===== config.mk =====
export PLATFORM = sky130hd
export DESIGN_NAME = attr_dac_color_path
export DESIGN_NICKNAME = d
export VERILOG_FILES = /design/src/rtl/attr_dac_color_path.sv
export SDC_FILE = /design/constraint.sdc
export NUM_CORES = 2
export LEC_CHECK = 0
export CAP_MARGIN = 25
export CELL_PAD_IN_SITES_DETAIL_PLACEMENT = 1
export CELL_PAD_IN_SITES_GLOBAL_PLACEMENT = 1
export CORE_ASPECT_RATIO = 2
export CORE_MARGIN = 5
export CORE_UTILIZATION = 45
export DETAILED_ROUTE_END_ITERATION = 8
export DONT_BUFFER_PORTS = 1
export PLACE_DENSITY_LB_ADDON = 0.1
export REMOVE_ABC_BUFFERS = 1
export SYNTH_ARGS = -nofsm -noshare
export SYNTH_HDL_FRONTEND = slang
export SYNTH_MEMORY_MAX_BITS = 65536
export SYNTH_SLANG_ARGS = --single-unit

===== constraint.sdc =====
create_clock -name clk -period 2.72 [get_ports clk]
set_input_delay 0.136 -clock clk [delete_from_list [all_inputs] [get_ports clk]]
set_output_delay 0.136 -clock clk [all_outputs]
set_load 0.01 [all_outputs]

===== src/rtl/attr_dac_color_path.sv =====
module attr_dac_color_path #(
  parameter int PIX_W = 8,
  parameter int PAL_N = 16,
  parameter int PAL_W = 6,
  parameter int CH_W  = 6,
  parameter int OUT_W = 8
) (
  input  logic                 clk,
  input  logic                 rst_n,
  input  logic                 pix_valid,
  input  logic [PIX_W-1:0]     pix_idx,
  input  logic                 cfg_we,
  input  logic [4:0]           cfg_addr,
  input  logic [7:0]           cfg_data,
  input  logic                 dac_we,
  input  logic [PIX_W-1:0]     dac_addr,
  input  logic [3*OUT_W-1:0]   dac_data,
  output logic                 out_valid,
  output logic [3*OUT_W-1:0]   rgb
);
  localparam int DAC_N  = 1 << PIX_W;
  localparam int PAL_AW = $clog2(PAL_N);
  localparam int A_CSEL = PAL_N;
  localparam int A_MODE = PAL_N + 1;
  localparam int PAD    = OUT_W - CH_W;

  logic [PAL_W-1:0]  pal_q [PAL_N];
  logic [7:0]        colsel_q;
  logic              wide_q, sel54_q;
  logic [3*CH_W-1:0] dac_mem [DAC_N];

  always_ff @(posedge clk or negedge rst_n) begin
    if (!rst_n) begin
      for (int i = 0; i < PAL_N; i++) pal_q[i] <= '0;
      colsel_q <= '0;
      wide_q   <= 1'b0;
      sel54_q  <= 1'b0;
    end else if (cfg_we) begin
      if (int'(cfg_addr) < PAL_N)       pal_q[cfg_addr[PAL_AW-1:0]] <= cfg_data[PAL_W-1:0];
      else if (int'(cfg_addr) == A_CSEL) colsel_q <= cfg_data;
      else if (int'(cfg_addr) == A_MODE) {sel54_q, wide_q} <= cfg_data[1:0];
    end
  end

  always_ff @(posedge clk)
    if (dac_we)
      dac_mem[dac_addr] <= {dac_data[2*OUT_W+CH_W-1 -: CH_W],
                            dac_data[OUT_W+CH_W-1 -: CH_W],
                            dac_data[CH_W-1:0]};

  logic [PAL_W-1:0] ent;
  logic [PIX_W-1:0] idx_d, idx_q;
  logic             v1_q;

  assign ent   = pal_q[pix_idx[PAL_AW-1:0]];
  assign idx_d = wide_q ? pix_idx
                        : {colsel_q[7:6], sel54_q ? colsel_q[5:4] : ent[5:4], ent[3:0]};

  always_ff @(posedge clk or negedge rst_n) begin
    if (!rst_n) begin
      v1_q  <= 1'b0;
      idx_q <= '0;
    end else begin
      v1_q <= pix_valid;
      if (pix_valid) idx_q <= idx_d;
    end
  end

  logic [3*CH_W-1:0] word;
  assign word = dac_mem[idx_q];

  always_ff @(posedge clk or negedge rst_n) begin
    if (!rst_n) begin
      out_valid <= 1'b0;
      rgb       <= '0;
    end else begin
      out_valid <= v1_q;
      if (v1_q)
        rgb <= {word[CH_W-1:0], PAD'(0),
                word[2*CH_W-1 -: CH_W], PAD'(0),
                word[3*CH_W-1 -: CH_W], PAD'(0)};
    end
  end
endmodule


==> results.toml <==
[power]
power_frac_seq = 0.452
intPower_mw = 130
p_leak_nw = 71.7
switching_share = 0.281
power_density_nw_per_um2 = 823
peakVddDrop_mv = 0.663
p_comb_frac = 0.218
clockPowerShare = 0.330
p_sw_mw = 50.5

[final_layout]
drive_gt1_frac = 0.342
final_nets = 10364
syn_to_final_growth_pct = 19.4

[synth]
synth_edf_count = 4608
synth_commonest_cells = "edfxtp_1 (4,608), mux4_2 (850), mux2i_1 (697)"
yosys_warnings = 0
yosysTopAreaCell = "edfxtp_1"
syn_inst = 8780
synth.most_common_cell = "edfxtp_1"
synth_area_leaders = "edfxtp_1 (75%), mux4_2 (10%), mux2i_1 (3.8%)"
synth-seq-area-share = 0.773
synth_seq_cells = 4738
synthArstFlopShare = 0.0274
yosysTopAreaCellShare = 0.755
syn-cell-area_um2 = 183000
syn_area_per_cell_um2 = 20.9
synth_cell_type_count = 62
synth_flop_cell = "edfxtp_1"

[grt]
globalRouteTotalUtil = 0.293
grt_remaining_overflow = 0
grt_pass1_vias = 103857
antenna_found_initial = 36
grt_max_degree = 257
grt_pass1_wl_um = 857000

[route]
drt-total-wl_um = 632000
drt-initial-drc-count = 9544
detail_route.first_pass.iterations = 6
postRouteAntennaNets = 0
wire_per_inst_um = 39.5
vias = 98634
viasPerCell = 6.16
drc = 0

[setup_path]
path_max_fanout = 5
endpoint_kind = "flop"
critPathKind = "flop to flop"
crit_arrival_ns = 4.28
startpoint_type = "flop"
required_ns = 3.57

[timing]
setup_slack_ns = -0.716
rsz0062_at_grt = "yes"
fin_crit_sh = 1.26
tightest_slew_ns = 1.92
slew_viol_final = 180
slew_headroom = -0.281
period_needed_ns = 3.44
fin_skew_ns = 0.0572
tns_ns = -10.10
hold-worst-slack_ns = -0.731
setup_violations = 18
finalHoldViolations = 1744
fmax_mhz = 291

[clocking]
cts_root_buf = "clkbuf_16"
clkSinkCount = 4738
cts_max_level = 5
clock_path_buffers = 4
cts_tree = "yes"
path_clk_slew_ns = 0.07
clk_latency_ns = 1.01
numCtsBuffers = 415

[run_status]
violations = "hold timing, slew limit, setup timing"
outcome = "finished with violations"

[run]
maxCapViolCount = 0

[floorplanning]
io_pins = 83
dieWidth_um = 461
start_util = 0.451
rows = 331
coreArea_um2 = 406000
fp.dieH_um = 913
dieArea_um2 = 421000

[place]
place.port_buffers = 0
post-dp-hpwl_um = 401000
routabilityCongestion = 0.886
dp_slack_ns = -1.32

[hold_path]
worstHoldPathType = "input port to flop"
cells in the final DEF (no fill, tap or decap), types with 37 or more instances in the layout:
| master | n |
|---|---|
| o221ai_1 | 108 |
| dlygate4sd3_1 | 64 |
| a211oi_1 | 58 |
| mux2_2 | 113 |
| dfrtp_1 | 125 |
| edfxtp_1 | 4608 |
| o21ai_0 | 75 |
| nand3_1 | 43 |
| nor2b_1 | 38 |
| buf_6 | 51 |
| buf_12 | 194 |
| buf_4 | 1236 |
| o22ai_1 | 203 |
| mux4_2 | 851 |
| clkbuf_1 | 71 |
| a22oi_1 | 111 |
| mux2i_1 | 679 |
| clkinv_1 | 97 |
| a21oi_1 | 111 |
| bufinv_16 | 37 |
| nor2_2 | 251 |
| buf_16 | 46 |
| nand2_1 | 230 |
| nor2_1 | 79 |
| clkbuf_16 | 439 |
| clkinv_2 | 71 |
| nor3_1 | 41 |
cell families after synthesis:
logic type             share of synthesized area
DFF                                        0.773
muxes                                      0.151
AOI/OAI and AO/OA                         0.0369
and+or+nand+nor                           0.0208
buffers and inverters                     0.0189
other                                  0.0000205
final timing paths:
kind                               from              end  slack, ns  cells after the start
min reg2reg                    pal_q[0]         pal_q[0]       0.50                      1
max in group asynchronous         rst_n         idx_q[4]       1.46                      3
max                            idx_q[0]          rgb[11]      -0.72                     14
max reg2reg                    idx_q[0]          rgb[11]      -0.72                     14
min                        dac_data[16]  dac_mem[73][12]      -0.73                      0
min in group asynchronous         rst_n         pal_q[9]       0.37                      3
sequential cells by signal, summed over array words and instances, names as in the netlist:
register and cells:
dac_mem 4608, wide_q 1, v1_q 1, pal_q 96, sel54_q 1, rgb 18, idx_q 8, colsel_q 4
out_valid 1
what timing repair did:
| action | in CTS | in global routing |
|---|---|---|
| setup endpoints to repair | 18 | 39 |
| resized for setup | 221 | 228 |
| gates cloned | 6 | 15 |
| pin swaps | 31 | 62 |
| endpoints found under the hold margin | 6498 | 3801 |
| setup buffers | 33 | 113 |
| hold buffers | 55 | 28 |
critical path: stages (launching register included):
cell	delay (ns)
dfrtp_4	0.54
buf_12	0.17
buf_16	0.14
buf_16	0.16
buf_16	0.15
buf_4	0.16
mux4_2	0.45
a22oi_2	0.27
nand2_2	0.13
nor3_2	0.19
buf_6	0.20
a31oi_2	0.08
buf_8	0.20
a32oi_4	0.28
o31ai_2	0.14
per-layer routing:
layer / GRT usage / part of all wire / vias up
met5: 0 / 0.00012 / -
met4: 0.188 / 0.084 / 12
met3: 0.0420 / 0.056 / 1124
met2: 0.513 / 0.52 / 3486
met1: 0.337 / 0.34 / 54240
li1: - / - / 39772
layout make-up:
type / instances / area, um^2
sequential: 4738 / 142000
clock buffer: 505 / 11000
multi-input combinational: 3498 / 40600
fill: 35209 / 187000
antenna: 34 / 85.1
inverter: 10 / 47.5
clock inverter: 247 / 2250
tap: 5328 / 6670
timing repair buffer: 1643 / 16500
per-stage QoR:
stage | power (mW) | hold slack (ns) | instances | util | cell area, um^2
6_report | 180 | -0.731 | 16003 | 0.539 | 219000
5_1_grt | 185 | -0.774 | 15989 | 0.539 | 219000
4_1_cts | 179 | -0.794 | 15822 | 0.531 | 216000
3_5_place_dp | 118 | -0.156 | 14981 | 0.494 | 201000
3_3_place_gp | 118 | -0.155 | 14944 | 0.493 | 200000
2_1_floorplan | 95.3 | -0.160 | 8246 | - | 180000
power groups by stage:
stage          clock [mW]  sequential [mW]  combinational, mW
2_1_floorplan           0             83.3               12.0
3_3_place_gp            0             82.9               34.7
3_5_place_dp            0             83.0               35.1
4_1_cts              60.4             81.4               36.7
5_1_grt              63.5             81.5               40.1
6_report             59.4             81.5               39.3
Note: power is estimated with default switching activity, not from simulation.
